===== src/rtl/pps_pkg.sv =====
package pps_pkg;

  typedef enum logic [2:0] {
    ST_OFF    = 3'd0,
    ST_INIT   = 3'd1,
    ST_RUN    = 3'd2,
    ST_PNORM  = 3'd3,
    ST_PFAST  = 3'd4,
    ST_HALT_N = 3'd5,
    ST_HALT_F = 3'd6
  } pps_state_e;

  function automatic logic is_halt(input pps_state_e s);
    return (s == ST_HALT_N) || (s == ST_HALT_F);
  endfunction

endpackage


===== src/rtl/pps_tick.sv =====
module pps_tick #(
  parameter int DIV = 50
) (
  input  logic clk,
  input  logic rst_n,
  output logic tick_o
);

  generate
    if (DIV <= 1) begin : g_pass
      logic on_q;
      always_ff @(posedge clk or negedge rst_n) begin
        if (!rst_n) on_q <= 1'b0;
        else        on_q <= 1'b1;
      end
      assign tick_o = on_q;
    end else begin : g_div
      localparam int W = $clog2(DIV);
      logic [W-1:0] cnt_q, cnt_d;
      logic         wrap;
      assign wrap = (cnt_q == W'(DIV - 1));
      always_comb cnt_d = wrap ? '0 : cnt_q + 1'b1;
      always_ff @(posedge clk or negedge rst_n) begin
        if (!rst_n) cnt_q <= '0;
        else        cnt_q <= cnt_d;
      end
      assign tick_o = wrap;
    end
  endgenerate

endmodule


===== src/rtl/pps_req_filter.sv =====
module pps_req_filter #(
  parameter int MIN_TICKS = 200000
) (
  input  logic clk,
  input  logic rst_n,
  input  logic clr_i,
  input  logic tick_i,
  input  logic raw_act_i,
  output logic req_o
);

  localparam int CW = $clog2(MIN_TICKS + 1);

  logic          filt_q, filt_d;
  logic [CW-1:0] cnt_q, cnt_d;

  always_comb begin
    filt_d = filt_q;
    cnt_d  = cnt_q;
    if (clr_i) begin
      filt_d = 1'b0;
      cnt_d  = '0;
    end else if (raw_act_i == filt_q) begin
      cnt_d = '0;
    end else if (tick_i) begin
      if (cnt_q == CW'(MIN_TICKS - 1)) begin
        filt_d = raw_act_i;
        cnt_d  = '0;
      end else begin
        cnt_d = cnt_q + 1'b1;
      end
    end
  end

  always_ff @(posedge clk or negedge rst_n) begin
    if (!rst_n) begin
      filt_q <= 1'b0;
      cnt_q  <= '0;
    end else begin
      filt_q <= filt_d;
      cnt_q  <= cnt_d;
    end
  end

  assign req_o = filt_q;

  // an accepted level always equals the raw level that was held
  a_r6_accept_matches_raw: assert property (@(posedge clk) disable iff (!rst_n)
    (!$stable(req_o) && !$past(clr_i)) |-> (req_o == $past(raw_act_i)));

endmodule


===== src/rtl/proj_park_seq.sv =====
module proj_park_seq
  import pps_pkg::*;
#(
  parameter int CLK_HZ       = 50_000_000,
  parameter int INIT_US      = 1000,
  parameter int I2C_LOCK_US  = 500_000,
  parameter int PULSE_MIN_US = 200_000,
  parameter int NORM_PARK_US = 20_000,
  parameter int FAST_PARK_US = 40,
  parameter int STRAP_NS     = 1500
) (
  input  logic       clk,
  input  logic       rst_n,
  input  logic       pwr_rst_n,
  input  logic       fast_park_n,
  input  logic       park_req_n,
  input  logic       mirror_parked,
  input  logic [1:0] led_sel_req,
  output logic       drv_en,
  output logic [1:0] led_sel,
  output logic       irq_out,
  output logic       irq_oe,
  output logic       i2c_ok,
  output logic       strap_sample,
  output logic       strap_drive,
  output logic       park_done
);

  localparam int TICK_DIV  = CLK_HZ / 1_000_000;
  localparam int STRAP_RAW = (CLK_HZ / 1000) * STRAP_NS / 1_000_000;
  localparam int STRAP_CYC = (STRAP_RAW < 1) ? 1 : STRAP_RAW;
  localparam int MAX_A     = (INIT_US > NORM_PARK_US) ? INIT_US : NORM_PARK_US;
  localparam int MAX_T     = (MAX_A > FAST_PARK_US) ? MAX_A : FAST_PARK_US;
  localparam int TW        = $clog2(MAX_T + 2);
  localparam int LW        = $clog2(I2C_LOCK_US + 1);
  localparam int SW        = $clog2(STRAP_CYC + 2);

  logic tick;
  logic req_act;

  pps_tick #(.DIV(TICK_DIV)) u_tick (
    .clk    (clk),
    .rst_n  (rst_n),
    .tick_o (tick)
  );

  pps_req_filter #(.MIN_TICKS(PULSE_MIN_US)) u_flt (
    .clk       (clk),
    .rst_n     (rst_n),
    .clr_i     (~pwr_rst_n),
    .tick_i    (tick),
    .raw_act_i (~park_req_n),
    .req_o     (req_act)
  );

  pps_state_e    st_q, st_d;
  logic [TW-1:0] tcnt_q, tcnt_d;
  logic [LW-1:0] lock_q, lock_d;
  logic [SW-1:0] scnt_q, scnt_d;
  logic          pwr_q, done_q, done_d;
  logic          pwr_rise, park_end_n, park_end_f;

  assign pwr_rise   = pwr_rst_n & ~pwr_q;
  assign park_end_n = mirror_parked || (tcnt_q >= TW'(NORM_PARK_US));
  assign park_end_f = mirror_parked || (tcnt_q >= TW'(FAST_PARK_US));

  always_comb begin
    st_d = st_q;
    unique case (st_q)
      ST_OFF:    if (pwr_rise) st_d = ST_INIT;
      ST_INIT:   if (!fast_park_n) st_d = ST_HALT_F;
                 else if (tcnt_q >= TW'(INIT_US)) st_d = ST_RUN;
      ST_RUN:    if (!fast_park_n) st_d = ST_PFAST;
                 else if (req_act) st_d = ST_PNORM;
      ST_PNORM:  if (!fast_park_n) st_d = ST_PFAST;
                 else if (park_end_n) st_d = ST_HALT_N;
      ST_PFAST:  if (park_end_f) st_d = ST_HALT_F;
      ST_HALT_N: if (!fast_park_n) st_d = ST_HALT_F;
                 else if (!req_act) st_d = ST_RUN;
      ST_HALT_F: st_d = ST_HALT_F;
      default:   st_d = ST_OFF;
    endcase
    if (!pwr_rst_n) st_d = ST_OFF;
  end

  always_comb begin
    if (st_d != st_q)                 tcnt_d = '0;
    else if (tick && (tcnt_q != '1))  tcnt_d = tcnt_q + 1'b1;
    else                              tcnt_d = tcnt_q;
  end

  always_comb done_d = pwr_rst_n && is_halt(st_d) && !is_halt(st_q);

  always_comb begin
    if (!(pwr_rst_n && fast_park_n))              lock_d = '0;
    else if (tick && (lock_q != LW'(I2C_LOCK_US))) lock_d = lock_q + 1'b1;
    else                                           lock_d = lock_q;
  end

  always_comb begin
    if (!pwr_rst_n)                                       scnt_d = '0;
    else if (pwr_rise)                                    scnt_d = SW'(1);
    else if ((scnt_q != '0) && (scnt_q <= SW'(STRAP_CYC))) scnt_d = scnt_q + 1'b1;
    else                                                  scnt_d = scnt_q;
  end

  always_ff @(posedge clk or negedge rst_n) begin
    if (!rst_n) begin
      st_q   <= ST_OFF;
      tcnt_q <= '0;
      lock_q <= '0;
      scnt_q <= '0;
      pwr_q  <= 1'b1;
      done_q <= 1'b0;
    end else begin
      st_q   <= st_d;
      tcnt_q <= tcnt_d;
      lock_q <= lock_d;
      scnt_q <= scnt_d;
      pwr_q  <= pwr_rst_n;
      done_q <= done_d;
    end
  end

  assign drv_en       = pwr_rst_n && ((st_q == ST_RUN) || (st_q == ST_PNORM) || (st_q == ST_PFAST));
  assign led_sel      = (pwr_rst_n && (st_q == ST_RUN)) ? led_sel_req : 2'b00;
  assign irq_oe       = pwr_rst_n && (st_q != ST_OFF);
  assign irq_out      = pwr_rst_n && (st_q == ST_INIT);
  assign i2c_ok       = pwr_rst_n && fast_park_n && (lock_q == LW'(I2C_LOCK_US));
  assign strap_sample = pwr_rst_n && (scnt_q == SW'(STRAP_CYC));
  assign strap_drive  = pwr_rst_n && (scnt_q > SW'(STRAP_CYC));
  assign park_done    = pwr_rst_n && done_q;

  // reset low sends the sequencer to idle on the next clock
  a_r1_idle_next: assert property (@(posedge clk) disable iff (!rst_n)
    !pwr_rst_n |=> (st_q == ST_OFF));

  // initialization is entered only after the reset pin was seen low
  a_r2_init_on_edge: assert property (@(posedge clk) disable iff (!rst_n)
    ((st_q == ST_INIT) && ($past(st_q) == ST_OFF)) |-> !$past(pwr_q));

  // strap strobe lasts a single cycle
  a_r4_strobe_single: assert property (@(posedge clk) disable iff (!rst_n)
    strap_sample |=> !strap_sample);

  // strap pins switch to output only right after the strobe
  a_r4_drive_after_strobe: assert property (@(posedge clk) disable iff (!rst_n)
    $rose(strap_drive) |-> $past(strap_sample));

  // access permission never rises unless both inputs were high
  a_r5_lock_release: assert property (@(posedge clk) disable iff (!rst_n)
    $rose(i2c_ok) |-> $past(pwr_rst_n && fast_park_n));

  // done is only reported with the driver off
  a_r7_done_drv_low: assert property (@(posedge clk) disable iff (!rst_n)
    park_done |-> !drv_en);

  // a fast park never runs past its bound
  a_r9_fast_bound: assert property (@(posedge clk) disable iff (!rst_n)
    (st_q == ST_PFAST) |-> (tcnt_q <= TW'(FAST_PARK_US)));

  // emergency park overrides a normal park in progress
  a_r10_fast_wins: assert property (@(posedge clk) disable iff (!rst_n)
    ((st_q == ST_PNORM) && !fast_park_n && pwr_rst_n) |=> (st_q == ST_PFAST));

endmodule


===== config.mk =====
export PLATFORM = sky130hd
export DESIGN_NAME = proj_park_seq
export DESIGN_NICKNAME = d
export VERILOG_FILES = /design/src/rtl/pps_pkg.sv /design/src/rtl/pps_tick.sv /design/src/rtl/pps_req_filter.sv /design/src/rtl/proj_park_seq.sv
export SDC_FILE = /design/constraint.sdc
export NUM_CORES = 1
export LEC_CHECK = 0
export ABC_AREA = 1
export BUFFER_PORTS_ARGS = -buffer_cell sky130_fd_sc_hd__buf_4
export CELL_PAD_IN_SITES_DETAIL_PLACEMENT = 1
export CELL_PAD_IN_SITES_GLOBAL_PLACEMENT = 2
export CORE_ASPECT_RATIO = 1.1
export CORE_MARGIN = 3
export CORE_UTILIZATION = 33
export CTS_BUF_LIST = sky130_fd_sc_hd__clkbuf_16
export CTS_CLUSTER_DIAMETER = 60
export DETAILED_ROUTE_END_ITERATION = 6
export GPL_TIMING_DRIVEN = 0
export PLACE_DENSITY = 0.79
export SYNTH_ARGS = -nofsm -noshare
export SYNTH_HDL_FRONTEND = slang
export SYNTH_SLANG_ARGS = --single-unit

===== constraint.sdc =====
create_clock -name clk -period 1.6 [get_ports clk]
set_input_delay 0.16 -clock clk [delete_from_list [all_inputs] [get_ports clk]]
set_output_delay 0.16 -clock clk [all_outputs]
set_load 0.01 [all_outputs]

==> results.py, run 1 <==
metrics = {
    "worst_setup_path": {
        "crit_required_ns": 1.44,
        "crit_fanout": 2,
        "slowest_stage": "dfrtp_2",
        "worst_setup_path_end_kind": "output pin",
        "worstPathArrival_ns": 1.72,
        "critPathMaxStageDelay_ns": 0.40,
        "cp-start-kind": "flip-flop",
        "crit_chain": "or2_4, nor3_4, nand4_1, inv_1, buf_6",
        "crit_type": "flip-flop to output pin",
    },
    "global_routing": {
        "grt_pass1_wl_mm": 23.5,
        "grt_pass1_vias": 4815,
        "gr-usage-met3": 0.0268,
        "gr-max-usage-layer": "met2",
        "grt_overflow_total": 0,
        "antenna_found_initial": 0,
        "track_usage": 0.190,
        "grt_util_met2": 0.348,
        "grt_max_degree": 72,
        "met1_usage": 0.228,
    },
    "drt": {
        "drt_first_pass_iters": 4,
        "routed_wl_mm": 15.5,
        "drc": 0,
        "initialDrtViolationCount": 182,
        "routed_via_density": 5.06,
        "wl_per_cell_um": 17.2,
        "vias": 4543,
        "ant_nets": 0,
    },
    "synth": {
        "synth_warnings": 0,
        "netlist_instances": 596,
        "syn-cell-area_mm2": 0.00450,
        "synth_ff_type": "dfrtp_1",
        "synth-seq-cells": 71,
        "synth_seq_area_share": 0.395,
        "synth.distinct_cells": 41,
        "synth-async-reset-ratio": 1.00,
        "synth.top_cell.area_share": 0.389,
        "yosys-top-cells-area": "dfrtp_1, nand2_1, inv_1",
        "postSynthAreaPerCell_um2": 7.56,
        "synth_edf_count": 0,
        "synth_nets": 613,
        "yosys.area.top_type": "dfrtp_1",
    },
    "timing": {
        "holdWs_ns": -0.0150,
        "slew_headroom": 0.350,
        "max_freq_mhz": 533,
        "slew_violations": 0,
        "hold_viol_final": 22,
        "period_share": 1.17,
        "layout_setup_ws_ns": -0.277,
        "rsz0062_at_grt": "yes",
        "finClkSkew_ns": 0.00430,
        "setup_viol": 63,
        "worst_pin_slew_ns": 0.974,
        "finalSetupTns_ns": -12.52,
        "post-route-min-period_ns": 1.88,
    },
    "place": {
        "gp_congestion": 0.804,
        "dp.cells": 796,
        "place_area_mm2": 0.00491,
        "hpwl_mm": 8.72,
        "pre_cts_ws_ns": -0.499,
        "numPortBuffers": 16,
    },
    "clock_network": {
        "cts_num_sinks": 71,
        "cts_root_buffer": "clkbuf_16",
        "cts_buffer_depth": 2,
        "htreeDepth": 3,
        "cts_made_buffers": 9,
        "clk_latency_ns": 0.34,
        "cts_tree": "yes",
        "clk_pin_slew_ns": 0.06,
    },
    "hold_path": {
        "min_path_type": "input port to async pin",
    },
    "floorplanning": {
        "coreArea_mm2": 0.0133,
        "fp.dieW_um": 117,
        "dieArea_mm2": 0.0151,
        "boundaryPins": 17,
        "initial_core_util": 0.339,
        "chipHeight_um": 129,
        "rows": 44,
    },
    "layout": {
        "antenna_cells": 0,
        "layout_commonest_cell": "nand2_1",
        "syn2layout_area_growth_pct": 52.8,
        "layout_common_cells": "nand2_1, buf_4, inv_1",
        "layout.cells.non_filler": 898,
        "fin_util": 0.519,
        "design_area_mm2": 0.00688,
        "fillers": 1536,
        "layout-drive-gt1-share": 0.450,
        "nets": 728,
    },
    "status": {
        "run_status": "complete, but fails checks",
        "failed_checks": "negative hold slack, negative setup slack",
    },
    "pwr": {
        "total_power_mw": 4.60,
        "power.density_mw_per_mm2": 668,
        "peakVddDrop_mv": 0.408,
        "leakage_nw": 2.99,
    },
    "job": {
        "maxCapViolations": 0,
    },
}
-- worst max-delay path: cells and delay by family, from the launching register on --
kind                   cells  cell delay [ns]
flip-flops                 1             0.40
buffers and inverters      2             0.24
AND/OR/NAND/NOR            3             0.74
-- path summary, 6_finish.rpt --
path                                       start             end  slack, ns  depth (start not counted)
setup / recovery                       lock_q[9]          i2c_ok      -0.28                          5
min in group clk                      park_req_n     u_flt.req_o       0.04                          2
setup reg to reg           u_tick.g_div.cnt_q[1]       lock_q[4]      -0.27                         13
hold reg to reg                       lock_q[18]      lock_q[18]       0.55                          2
max in group asynchronous                  rst_n  u_flt.cnt_q[7]       0.94                          1
hold / removal                             rst_n       tcnt_q[6]      -0.01                          1
-- area by class of cell --
class	instances	area (um^2)	area share
Multi-Input combinational cell	420	3090	0.449
Sequential cell	71	1790	0.260
Timing Repair Buffer	105	970	0.141
Inverter	92	388	0.0564
Tap cell	184	230	0.0334
Clock buffer	9	225	0.0327
Buffer	12	169	0.0245
Clock inverter	5	20.0	0.00291
-- sequential cells by signal (all words and copies together), names as in the netlist --
signal and count:
pwr_q 1, u_flt.cnt_q 18, u_flt.req_o 1, scnt_q 7, st_q 3, tcnt_q 15
lock_q 19, done_q 1, u_tick.g_div.cnt_q 6
-- synthesized netlist by cell type (all sizes together), types with 3 or more instances --
cell type and n:
nand2 119, inv 91, dfrtp 70, nor2 62, nand3 53, nor3 43, xor2 28, a21oi 24
o21ai 24, nand4 17, nor4 12, buf 10, o31ai 10, ha 9, clkbuf 3, or2 3
xnor2 3
-- power breakdown --
group | leakage [nW] | switching, mW | internal [mW] | total [mW]
Combinational | 1.91 | 0.550 | 0.432 | 0.982
Clock | 0.129 | 0.766 | 1.01 | 1.77
Sequential | 0.950 | 0.0224 | 1.82 | 1.84
Total | 2.99 | 1.34 | 3.26 | 4.60
-- what timing repair did --
action                     in CTS  in global routing
resized for setup             129                139
pin swaps                      48                 65
hold endpoints to repair        1                  0
cloned                          4                  1
setup endpoints to repair      67                 71
hold buffers                    1                  0
setup buffers                  54                 33
-- per-layer routing --
metal / up-vias / routed length (um)
met4: 0 / 251
met5: - / 0
met2: 44 / 8520
met3: 18 / 248
met1: 2286 / 6450
li1: 2195 / -
-- cells by family after synthesis --
family / synth area share
adders and majority gates: 0.0250
AOI/OAI and AO/OA: 0.0814
muxes: 0.00222
xor gates and xnor gates: 0.0603
and+or+nand+nor: 0.338
buffers and inverters: 0.0978
DFF: 0.395
No activity file was read; power rests on OpenSTA's default activity.
==> run 2, diff against run 1 <==
ABC_AREA = default   (was 1)
CORE_UTILIZATION = 35   (was 33)
PLACE_DENSITY = 0.8   (was 0.79)
==> run 2 against run 1 <==
  * The run still ends with negative hold slack, negative setup slack left
  * Clock power about the same
  * Critical path type is now flip-flop to flip-flop
  * Design area decreased by 9.9%
  * Die area decreased by 15%
  * Largest power group unchanged
==> results.py, run 2 <==
metrics = {
    "clock_network": {
        "cts_buffer_depth": 2,
        "htreeDepth": 3,
        "cts_made_buffers": 9,
        "clk_latency_ns": 0.33,
        "cts_root_buffer": "clkbuf_16",
        "cts_tree": "yes",
        "clk_pin_slew_ns": 0.06,
        "cts_num_sinks": 71,
    },
    "layout": {
        "largest_register_ffs": 19,
        "largest_register": "lock_q",
        "reg.largest.list": "lock_q: 19 flops, u_flt.cnt_q: 18 flops, tcnt_q: 15 flops",
        "syn2layout_area_growth_pct": 53.4,
        "design_area_mm2": 0.00620,
        "layout_commonest_cell": "buf_4",
        "layout_common_cells": "buf_4, dfrtp_1, nand2_1",
        "nets": 583,
        "layout-drive-gt1-share": 0.464,
        "antenna_cells": 0,
        "layout.cells.non_filler": 716,
    },
    "timing": {
        "finClkSkew_ns": 0.00588,
        "layout_setup_ws_ns": -0.466,
        "worst_pin_slew_ns": 0.945,
        "max_freq_mhz": 484,
        "slew_violations": 0,
        "hold_viol_final": 39,
        "holdWs_ns": -0.0283,
        "post-route-min-period_ns": 2.07,
        "period_share": 1.29,
        "rsz0062_at_grt": "yes",
        "setup_viol": 60,
        "slew_headroom": 0.370,
        "finalSetupTns_ns": -15.55,
    },
    "synth": {
        "netlist_instances": 465,
        "synth_ff_type": "dfrtp_1",
        "synth_common_cells": "dfrtp_1, nor2_1, nand2_1, o21ai_0, xnor2_1",
        "synth.top_cell.area_share": 0.433,
        "synth_nets": 482,
        "synth-seq-cells": 71,
        "synthAdderAreaFrac": 0.0279,
        "synth.distinct_cells": 53,
        "synth_edf_count": 0,
        "synth_compound_gate_area_share": 0.125,
        "synth-xor-area-share": 0.0824,
        "yosys.area_share.simple": 0.279,
        "synth_warnings": 0,
        "synth_most_common_cell": "dfrtp_1",
        "synth-async-reset-ratio": 1.00,
        "postSynthAreaPerCell_um2": 8.69,
        "synthMuxAreaShare": 0.00774,
        "yosys-top-cells-area": "dfrtp_1, xnor2_1, nor2_1",
        "synth_seq_area_share": 0.440,
        "yosys.area.top_type": "dfrtp_1",
        "synth_top_family_by_area": "simple AND/OR/NAND/NOR gates",
        "syn-cell-area_mm2": 0.00404,
    },
    "pwr": {
        "leakage_nw": 2.57,
        "power.density_mw_per_mm2": 684,
        "peakVddDrop_mv": 0.361,
        "total_power_mw": 4.24,
    },
    "floorplanning": {
        "chipHeight_um": 119,
        "initial_core_util": 0.364,
        "coreArea_mm2": 0.0111,
        "boundaryPins": 17,
        "fp.dieW_um": 108,
        "dieArea_mm2": 0.0129,
        "rows": 40,
    },
    "worst_setup_path": {
        "crit_start": "tcnt_q[8]",
        "crit_fanout": 5,
        "worstPathArrival_ns": 2.33,
        "cp-start-kind": "flip-flop",
        "crit_required_ns": 1.86,
        "crit_type": "flip-flop to flip-flop",
        "worst_setup_path_end_kind": "flip-flop",
        "reg2reg_from": "tcnt_q[8]",
    },
    "global_routing": {
        "grt_max_degree": 72,
        "grt_pass1_wl_mm": 20.7,
        "grt_overflow_total": 0,
        "track_usage": 0.201,
        "grt_pass1_vias": 4089,
        "antenna_found_initial": 0,
    },
    "place": {
        "dp.cells": 627,
        "hpwl_mm": 7.23,
        "gp_congestion": 0.787,
        "place_area_mm2": 0.00455,
        "numPortBuffers": 15,
    },
    "drt": {
        "wl_per_cell_um": 17.8,
        "routed_wl_mm": 12.8,
        "drt_first_pass_iters": 4,
        "drc": 0,
        "initialDrtViolationCount": 162,
        "ant_nets": 0,
        "vias": 3872,
        "routed_via_density": 5.41,
    },
    "hold_path": {
        "min_path_type": "input port to async pin",
    },
    "status": {
        "run_status": "complete, but fails checks",
        "failed_checks": "negative hold slack, negative setup slack",
    },
    "job": {
        "maxCapViolations": 0,
    },
}
[run 2: cell count changes after synthesis, sizes merged, moves of 10 or more]
cell / previous run / this run
a21oi: 24 / 11
nor3: 43 / 18
xor2: 28 / 11
nand2: 119 / 51
nand3: 53 / 20
inv: 91 / 22
o21ai: 24 / 34
xnor2: 3 / 27
and3: 2 / 16
[run 2: worst paths after layout]
kind,endpoint,slack [ns],depth (start not counted)
max in group asynchronous,tcnt_q[10],0.95,1
min in group clk,u_flt.req_o,0.19,3
max,tcnt_q[8],-0.47,7
min reg2reg,u_tick.g_div.cnt_q[3],0.53,1
min,lock_q[9],-0.03,1
max reg2reg,tcnt_q[8],-0.47,7
[run 2: critical path, stage by stage, from the launching register on]
cell and delay [ns]:
dfrtp_2 0.46, nor4_4 0.32, o21ai_2 0.11, nor3_2 0.16, o311ai_1 0.11, a2111o_1 0.54, buf_6 0.19, nor2_2 0.11
[run 2: layout make-up]
type,count,area [um^2]
well taps,147,184
clock inverters,5,20.0
repair buffers,91,787
inverters,22,82.6
clock buffers,9,225
fillers,1223,4910
flip-flops and latches,71,1800
plain buffers,14,143
multi-input cells,357,2960
[run 2: cells by family after synthesis]
| logic type | Yosys count |
|---|---|
| xor+xnor | 38 |
| compound gates | 81 |
| flops | 71 |
| mux | 3 |
| simple gates | 226 |
| buf+inv | 37 |
| fa+ha+maj | 9 |
[run 2: where the power goes]
group	total, mW	internal [mW]	switching (mW)
Sequential	1.84	1.82	0.0228
Clock	1.74	1.01	0.733
Combinational	0.662	0.293	0.369
[run 2: layer usage]
layer / global-route usage / share of wire / vias to the layer above
met1: 0.253 / 0.44 / 1970
li1: - / - / 1845
met4: 0.0742 / 0.019 / 0
met3: 0.0246 / 0.015 / 19
met2: 0.347 / 0.53 / 38
met5: 0 / 0 / -
[run 2: through the flow]
| step | worst slack, ns | util |
|---|---|---|
| global placement | -0.755 | 0.410 |
| detailed placement | -0.801 | 0.410 |
| floorplan | -0.241 | - |
| finish | -0.466 | 0.558 |
| global route | -0.549 | 0.558 |
| CTS | -0.401 | 0.508 |
[run 2: what timing repair did]
action / 4_1_cts / 5_1_grt
pin swaps: 43 / 35
hold endpoints to repair: 1 / 0
hold buffers: 1 / 0
endpoints found under the setup margin: 66 / 66
setup buffers: 48 / 24
gates resized for setup: 111 / 102
cloned: 4 / 1
